### config.mk
export PLATFORM = sky130hd
export DESIGN_NAME = scl_rate_div
export DESIGN_NICKNAME = d
export VERILOG_FILES = /design/src/rtl/scl_div_pkg.sv /design/src/rtl/scl_prescale.sv /design/src/rtl/scl_pow2_stage.sv /design/src/rtl/scl_phase_seq.sv /design/src/rtl/scl_rate_div.sv
export SDC_FILE = /design/constraint.sdc
export NUM_CORES = 1
export LEC_CHECK = 0
export ABC_AREA = 1
export BUFFER_PORTS_ARGS = -buffer_cell sky130_fd_sc_hd__buf_4
export CORE_AREA = 2 2 80 82
export CTS_CLUSTER_SIZE = 16
export DETAILED_ROUTE_END_ITERATION = 8
export DIE_AREA = 0 0 82 84
export GPL_TIMING_DRIVEN = 0
export PLACE_DENSITY_LB_ADDON = 0.3
export SYNTH_ARGS = -nofsm -noshare
export SYNTH_HDL_FRONTEND = slang
export SYNTH_SLANG_ARGS = --single-unit
### constraint.sdc
create_clock -name clk -period 1.6 [get_ports clk]
set_clock_uncertainty 0.2 [all_clocks]
set_input_delay 0.08 -clock clk [delete_from_list [all_inputs] [get_ports clk]]
set_output_delay 0.08 -clock clk [all_outputs]
set_load 0.1 [all_outputs]
### src/rtl/scl_div_pkg.sv
package scl_div_pkg;
    localparam int M_BITS   = 4;
    localparam int N_BITS   = 3;
    localparam int SUB_PER  = 10;

    // Decoded sequence marks, one bit per quarter event.
    typedef struct packed {
        logic low_mid;
        logic rise;
        logic high_mid;
        logic fall;
    } phase_marks_t;
endpackage

### src/rtl/scl_prescale.sv
module scl_prescale #(
    parameter int M_W = 4
) (
    input  logic           clk,
    input  logic           rst_n,
    input  logic           clr,
    input  logic           run,
    input  logic [M_W-1:0] m_val,
    output logic           wrap
);
    typedef struct packed {
        logic [M_W-1:0] cnt;
    } pre_st_t;

    pre_st_t st_d, st_q;

    always_comb begin
        st_d = st_q;
        wrap = 1'b0;
        if (clr) begin
            st_d.cnt = '0;
        end else if (run) begin
            if (st_q.cnt == m_val) begin
                st_d.cnt = '0;
                wrap     = 1'b1;
            end else begin
                st_d.cnt = st_q.cnt + 1'b1;
            end
        end
    end

    always_ff @(posedge clk or negedge rst_n) begin
        if (!rst_n) st_q <= '0;
        else        st_q <= st_d;
    end
endmodule

### src/rtl/scl_pow2_stage.sv
module scl_pow2_stage #(
    parameter int N_W = 3
) (
    input  logic           clk,
    input  logic           rst_n,
    input  logic           clr,
    input  logic           step,
    input  logic [N_W-1:0] n_val,
    output logic           wrap
);
    localparam int C_W = 1 << N_W;

    typedef struct packed {
        logic [C_W-1:0] cnt;
    } p2_st_t;

    p2_st_t         st_d, st_q;
    logic [C_W-1:0] limit;

    // Terminal count is 2^(n+1)-1: a mask with the low n+1 bits set.
    for (genvar i = 0; i < C_W; i++) begin : g_lim
        assign limit[i] = (n_val >= N_W'(i));
    end

    always_comb begin
        st_d = st_q;
        wrap = 1'b0;
        if (clr) begin
            st_d.cnt = '0;
        end else if (step) begin
            if (st_q.cnt == limit) begin
                st_d.cnt = '0;
                wrap     = 1'b1;
            end else begin
                st_d.cnt = st_q.cnt + 1'b1;
            end
        end
    end

    always_ff @(posedge clk or negedge rst_n) begin
        if (!rst_n) st_q <= '0;
        else        st_q <= st_d;
    end
endmodule

### src/rtl/scl_phase_seq.sv
module scl_phase_seq
    import scl_div_pkg::*;
#(
    parameter int SUBPH = 10
) (
    input  logic clk,
    input  logic rst_n,
    input  logic clr,
    input  logic adv,
    output logic sub_tick,
    output logic scl_hi,
    output logic ph_low_mid,
    output logic ph_rise,
    output logic ph_high_mid,
    output logic ph_fall
);
    localparam int SP_W = $clog2(SUBPH);
    localparam logic [SP_W-1:0] SP_LAST  = SP_W'(SUBPH - 1);
    localparam logic [SP_W-1:0] SP_RISE  = SP_W'(SUBPH / 2);
    localparam logic [SP_W-1:0] SP_LMID  = SP_W'(SUBPH / 5);
    localparam logic [SP_W-1:0] SP_HMID  = SP_W'(SUBPH / 2 + SUBPH / 5);

    typedef struct packed {
        logic [SP_W-1:0] sp;
        logic            tick;
        logic            hi;
        phase_marks_t    marks;
    } seq_st_t;

    seq_st_t         st_d, st_q;
    logic [SP_W-1:0] nsp;

    always_comb begin
        st_d       = st_q;
        st_d.tick  = 1'b0;
        st_d.marks = '0;
        nsp        = (st_q.sp == SP_LAST) ? '0 : st_q.sp + 1'b1;
        if (clr) begin
            st_d = '0;
        end else if (adv) begin
            st_d.sp             = nsp;
            st_d.tick           = 1'b1;
            st_d.hi             = (nsp >= SP_RISE);
            st_d.marks.low_mid  = (nsp == SP_LMID);
            st_d.marks.rise     = (nsp == SP_RISE);
            st_d.marks.high_mid = (nsp == SP_HMID);
            st_d.marks.fall     = (nsp == '0);
        end
    end

    always_ff @(posedge clk or negedge rst_n) begin
        if (!rst_n) st_q <= '0;
        else        st_q <= st_d;
    end

    assign sub_tick    = st_q.tick;
    assign scl_hi      = st_q.hi;
    assign ph_low_mid  = st_q.marks.low_mid;
    assign ph_rise     = st_q.marks.rise;
    assign ph_high_mid = st_q.marks.high_mid;
    assign ph_fall     = st_q.marks.fall;
endmodule

### src/rtl/scl_rate_div.sv
module scl_rate_div
    import scl_div_pkg::*;
#(
    parameter int M_W   = M_BITS,
    parameter int N_W   = N_BITS,
    parameter int SUBPH = SUB_PER
) (
    input  logic               clk,
    input  logic               rst_n,
    input  logic               en,
    input  logic               baud_we,
    input  logic [M_W+N_W-1:0] baud_wdata,
    input  logic               scl_hold,
    output logic               sub_tick,
    output logic               scl_hi,
    output logic               ph_low_mid,
    output logic               ph_rise,
    output logic               ph_high_mid,
    output logic               ph_fall
);
    localparam int B_W = M_W + N_W;

    logic [B_W-1:0] baud_d, baud_q;
    logic           restart, run, pre_wrap, p2_wrap;

    always_comb begin
        baud_d  = baud_we ? baud_wdata : baud_q;
        restart = baud_we | ~en;
        run     = ~restart & ~scl_hold;
    end

    always_ff @(posedge clk or negedge rst_n) begin
        if (!rst_n) baud_q <= '0;
        else        baud_q <= baud_d;
    end

    scl_prescale #(.M_W(M_W)) u_pre (
        .clk   (clk),
        .rst_n (rst_n),
        .clr   (restart),
        .run   (run),
        .m_val (baud_q[B_W-1:N_W]),
        .wrap  (pre_wrap)
    );

    scl_pow2_stage #(.N_W(N_W)) u_p2 (
        .clk   (clk),
        .rst_n (rst_n),
        .clr   (restart),
        .step  (pre_wrap),
        .n_val (baud_q[N_W-1:0]),
        .wrap  (p2_wrap)
    );

    scl_phase_seq #(.SUBPH(SUBPH)) u_seq (
        .clk         (clk),
        .rst_n       (rst_n),
        .clr         (restart),
        .adv         (p2_wrap),
        .sub_tick    (sub_tick),
        .scl_hi      (scl_hi),
        .ph_low_mid  (ph_low_mid),
        .ph_rise     (ph_rise),
        .ph_high_mid (ph_high_mid),
        .ph_fall     (ph_fall)
    );
endmodule

== Word level (Yosys, flattened, before mapping) ==
Index checks and enable logic that the tools add are counted.

* Register bits after elaboration: 29
* Input port bits: 12
* Output and inout bits: 6
* Word-level logic and storage cells: 52

* Add/subtract/negate cells: 3
* $lt $le $gt $ge: 9
* Eq/ne operators: 6
* Multiplexer cells: 15
* Bitwise gates (word level): 5
* Reduce and logical (&&, ||, !) cells: 4

{| class="wikitable"
|+ Operator list
! kind !! count
|-
| 2-to-1 mux 8 bit || 3
|-
| 2-to-1 mux 10 bit || 2
|-
| 2-to-1 mux 4 bit || 4
|-
| >= comparator 3 bit, second input constant || 4
|-
| adder 4 x 1 -> 4 bit, second input constant || 2
|-
| adder 8 x 1 -> 8 bit, second input constant || 1
|-
| == test 4 x 3 -> 1 bit, second input constant || 2
|-
| == test 8 bit || 1
|-
| >= comparator 3 x 1 -> 1 bit, second input constant || 2
|-
| >= comparator 3 x 2 -> 1 bit, second input constant || 2
|-
| 2-to-1 mux 1 bit || 6
|-
| nonzero test 2 bit || 3
|-
| == test 4 x 2 -> 1 bit, second input constant || 1
|-
| == test 4 bit || 1
|-
| == test 4 bit, second input constant || 1
|-
| >= comparator 4 x 3 -> 1 bit, second input constant || 1
|-
| zero test 4 bit || 1
|-
| inverter 1 bit || 3
|-
| AND 1 bit || 1
|-
| OR 1 bit || 1
|}

== Depth between registers and ports, before layout ==
* Depth after elaboration: 10
* Mapped depth: 11
* Gate-level depth less buffers: 10

== Modules after synthesis ==
Synthesis repeated with hierarchy kept, for this count alone.

* Cell total of the unflattened synthesis: 220
* Area total of the unflattened synthesis: 1655.3 um2

{| class="wikitable"
|+ Modules (own cells, without submodules)
! module !! instances !! cells each !! area each (um2) !! sequential area each (um2)
|-
| scl_pow2_stage || 1 || 87 || 620.6 || 200.2
|-
| scl_phase_seq || 1 || 49 || 440.4 || 250.2
|-
| scl_prescale || 1 || 52 || 307.8 || 100.1
|-
| scl_rate_div || 1 || 32 || 286.5 || 175.2
|}

== Worst setup path before layout ==
No wires, ideal clock.

* Path kind: register to register
* From: reg baud_q[2]
* To: reg u_p2.st_q[3] (netlist name)
* Setup time: 0.121 ns
* Arrival: 1.242 ns
* Required time: 1.279 ns
* Setup slack: 0.037 ns
* Stages on the path, launching flop included: 10
* Buffers on the path: 1
* Clock period less this slack: 1.563 ns
* Cells stage by stage: dfrtp_1 -> buf_4 -> nor2_2 -> nand2_1 -> nand2_1 -> nand3_2 -> nor2_2 -> nand2_1 -> nand3_1 -> o21ai_1

* Word-level cells in the longest chain between the ends: 5
* Elaborated cells between the ends (all ways): 12
* Classes of those cells: order compare: 8; eq/ne: 1; mux: 3

{| class="wikitable"
|+ Ends and longest elaborated chain
! element !! RTL line !! source
|-
| start: declaration || scl_rate_div.sv:23 || <nowiki>logic [B_W-1:0] baud_d, baud_q;</nowiki>
|-
| start signal: assignment || scl_rate_div.sv:34 || <nowiki>else baud_q <= baud_d;</nowiki>
|-
| >= comparator 3 x 1 -> 1 bit (tied with other cells) || scl_pow2_stage.sv:22 || <nowiki>assign limit[i] = (n_val >= N_W'(i));</nowiki>
|-
| == test 8 bit (*) || scl_pow2_stage.sv:31 || <nowiki>if (st_q.cnt == limit) begin</nowiki>
|-
| 2-to-1 mux 8 bit (*) || scl_pow2_stage.sv:31 ||
|-
| 2-to-1 mux 8 bit (*) || scl_pow2_stage.sv:30 || <nowiki>end else if (step) begin</nowiki>
|-
| 2-to-1 mux 8 bit (*) || scl_pow2_stage.sv:28 || <nowiki>if (clr) begin</nowiki>
|-
| end signal: assignment || scl_pow2_stage.sv:42 || <nowiki>else st_q <= st_d;</nowiki>
|-
| end: declaration || scl_pow2_stage.sv:17 || <nowiki>p2_st_t st_d, st_q;</nowiki>
|}

Every way passes the cells marked *; elsewhere a longest branch is shown, timed or not. The select of a mux whose other input is x is not followed.
A chain may end at the register's enable or synchronous reset.

== Worst setup path after layout ==
* From: reg baud_q[2]
* To: reg u_seq.st_q[7] (netlist name)

* Word-level cells in the longest chain between the ends: 6
* Elaborated cells between the ends (all ways): 13
* Classes of those cells: order compare: 8; eq/ne: 1; mux: 3; reduce/logical: 1

{| class="wikitable"
|+ Ends and longest elaborated chain
! element !! RTL line !! source
|-
| >= comparator 3 x 1 -> 1 bit (tied with other cells) || scl_pow2_stage.sv:22 ||
|-
| == test 8 bit (*) || scl_pow2_stage.sv:31 ||
|-
| 2-to-1 mux 1 bit (*) || scl_pow2_stage.sv:31 ||
|-
| 2-to-1 mux 1 bit (*) || scl_pow2_stage.sv:30 ||
|-
| 2-to-1 mux 1 bit (*) || scl_pow2_stage.sv:28 ||
|-
| nonzero test 2 bit (no line) (*) || n/a ||
|-
| end signal: assignment || scl_phase_seq.sv:53 || <nowiki>else st_q <= st_d;</nowiki>
|-
| end: declaration || scl_phase_seq.sv:30 || <nowiki>seq_st_t st_d, st_q;</nowiki>
|}

Every way passes the cells marked *; elsewhere a longest branch is shown, timed or not.

==> summary.md <==
| Metric | Value |
|---|---|
| RePlAce Congestion | 0.806 |
| FILL cells | 646 |
| Residual DRC | 0 |
| Crit Path Max Fanout | 7 |
| Most common cell after layout, fill and taps aside | nand2_1 |
| Fraction of layout cells with a size suffix above 1 | 24.5% |
| Vias | 1,670 |
| Register bit total from synthesis | 29 |
| ANT nets after route | 0 |
| Tot GR Track Use | 13.3% |
| Status | finished with violations |
| Mean Syn Cell Area | 7.12 um^2 |
| Vias per cell | 4.55 |
| Synth Instances | 249 |
| Die X | 82 um |
| Synth unique cells | 29 |
| Worst R2R Setup Slack | -0.08 ns |
| Fin crit share | 105% |
| Synthesized net count | 263 |
| Crit path DAT | 1.70 ns |
| Worst Setup EP | u_seq.st_q[7] |
| Cell count along the critical path | 11 |
| Initial antenna violation count | 0 |
| CTS tree | done |
| CP most frequent cell | nand2_2 |
| Min Tclk post-route | 1.68 ns |
| Area Growth Syn to Fin | 31.9% |
| Detailed Route Iter0 Violations | 103 |
| Synthesized area | 1770 um^2 |
| Critical path type | flip-flop to flip-flop |
| CTS Buf Count | 5 |
| Bufs and invs on worst path | 4 |
| Dpl cells | 343 |
| Reg2Reg Depth | 11 |
| Max cap viols | 0 |
| Peak Freq | 596 MHz |
| Crit path max-delay cell type | dfrtp_1 |
| Die Y | 84 um |
| Slew headroom | 74.8% |
| DIE AREA | 6890 um^2 |
| Lkg Pwr | 1.19 nW |
| Number of global-route vias before repair | 1,596 |
| Hold Crit Class | primary input to asynchronous set/reset pin |
| Skew-Pair Late Insertion Delay | 0.28 ns |
| Origin of the critical flop-to-flop path | baud_q[2] |
| WL/cell | 10.7 um |
| Slew at the pin closest to its max-slew limit | 0.379 ns |
| Final worst setup slack | -0.0785 ns |
| Seq/Total Area, Yosys | 41.0% |
| Critical path, cell by cell | buf_6, buf_4, nand3_1, nand2_1, inv_1, nand3_2, nor2_4, nand3_4, inv_4, nand2_2, nand2_2 |
| Startpoint type of the worst setup path | flip-flop |
| Ys Warns | 0 |
| I/O Pins | 18 |
| Htree depth | 2 |
| CP endpoint kind | flip-flop |
| Starting Density | 29.1% |
| Total core area | 6100 um^2 |
| Failing checks | negative setup slack |
| Diode count | 0 |
| Commonest non-fill, non-tap cells in the layout | 74 x nand2_1, 28 x inv_1, 25 x nand3_1, 25 x dfrtp_1, 20 x buf_4 |
| Hold Slack | 0.0533 ns |
| Fin util | 38.3% |
| CTS sink cnt | 29 |
| Crit-path max cell delay | 0.37 ns |
| Max VDD drop | 0.000360 V |
| Final nets | 303 |
| Row Count | 29 |
| Slew Limit Fails | 0 |
| Non-Filler Instances | 367 |
| Final setup fails | 10 |
| Critical Path Source | baud_q[2] |
| Clock tree buffer depth | 2 |
| Post-Route WL | 3.91 mm |
| Clk root buf | clkbuf_8 |
| Router iterations before antenna repair | 6 |
| Worst flop-to-flop path endpoint | u_seq.st_q[7] |
| Setup TNS Final | -0.401 ns |
| Port Buffers | 17 |
| Worst EP required | 1.62 ns |
| Wire length of the first global-routing pass | 7.06 mm |
| Delay-heaviest family, CP | simple AND/OR/NAND/NOR gates |
| Largest net degree at the start of global routing | 30 |
| Final hold vios | 0 |
| RSZ-0062 raised after global routing | true |
| Worst-path clk slew | 0.07 ns |
| PwrDens | 718 nW/um^2 |
| DP Wirelength | 2.84 mm |
| Grt total ovfl | 0 |
## worst reg2reg max path, stage by stage (launching register included)
cell     delay (ns)
dfrtp_1        0.37
buf_6          0.14
buf_4          0.14
nand3_1        0.07
nand2_1        0.05
inv_1          0.06
nand3_2        0.08
nor2_4         0.18
nand3_4        0.13
inv_4          0.10
nand2_2        0.05
nand2_2        0.06
## cells in the mapped netlist (all sizes together)
cell	instances	area share, %
inv	36	7.6
nand3	31	10
nand2	83	18
nor2	25	7.0
a31oi	1	0.35
o21ai	13	3.9
ha	2	1.4
buf	3	0.99
clkinv	1	0.28
o22ai	2	0.71
nand4	8	2.8
and3	3	1.1
dfrtp	29	41
nand3b	1	0.42
clkbuf	2	0.49
xor2	5	2.5
xnor2	2	0.99
or2	1	0.35
nor3	1	0.28
## cell families (layout without fill, tap and decap cells)
group / after synthesis / in the layout / share of synthesized area (%)
and+or+nand+nor: 153 / 153 / 39.8
buffers and inverters: 42 / 83 / 9.39
DFF: 29 / 29 / 41.0
AOI/OAI and AO/OA: 16 / 16 / 4.94
xor gates and xnor gates: 7 / 7 / 3.46
adders and majority gates: 2 / 2 / 1.41
## layer usage
metal / vias up / GRT usage [%] / part of all wire (%)
met5: - / 0 / 0
met4: 0 / 8.33 / 3.3
met3: 11 / 2.81 / 2.4
met2: 16 / 20.1 / 49
met1: 775 / 17.0 / 46
li1: 868 / - / -
## timing repair
item | in CTS | in global routing
pin swaps | 2 | 7
gates resized for setup | 13 | 14
hold endpoints to repair | 41 | 0
setup endpoints to repair | 18 | 18
setup buffers | 1 | 2
hold buffers | 14 | 0
## sequential cells by signal, summed over array words and instances, names as in the netlist
register and cells:
u_seq.sub_tick 1, u_p2.st_q 8, u_seq.ph_fall 1, u_pre.st_q 4, u_seq.scl_hi 1, u_seq.ph_high_mid 1
baud_q 7, u_seq.ph_low_mid 1, u_seq.st_q 4, u_seq.ph_rise 1
## metrics by stage
step / worst slack (ns) / power [mW] / area, um^2
after global placement: -0.135 / 0.968 / 2000
after global routing: -0.203 / 1.77 / 2340
after floorplan: 0.0368 / 0.901 / 1770
after CTS: -0.0523 / 1.69 / 2290
after detailed placement: -0.167 / 0.969 / 2000
final: -0.0785 / 1.68 / 2340
## power breakdown
part           switching [mW]  leakage [nW]  internal (mW)  total [mW]
clock                   0.275        0.0542          0.388       0.663
sequential             0.0169         0.386          0.752       0.769
combinational           0.139         0.748          0.107       0.245
total                   0.430          1.19           1.25        1.68
## worst min-delay path by stage
stage	start	to
final	rst_n	baud_q[5]
after global routing	baud_we	u_pre.st_q[0]
after CTS	baud_we	u_pre.st_q[0]
after detailed placement	rst_n	baud_q[5]
after global placement	rst_n	baud_q[5]
after floorplan	rst_n	baud_q[0]
## final cells by class
type                    count  area [um^2]  share of cell area, %
clock inverters             1         5.00                  0.214
plain buffers               4         31.3                   1.34
clock buffers               7         96.3                   4.12
flip-flops and latches     29          731                   31.3
multi-input cells         178          942                   40.3
repair buffers             34          290                   12.4
inverters                  37          144                   6.16
well taps                  77         96.3                   4.12
No activity file was read; power rests on OpenSTA's default activity.
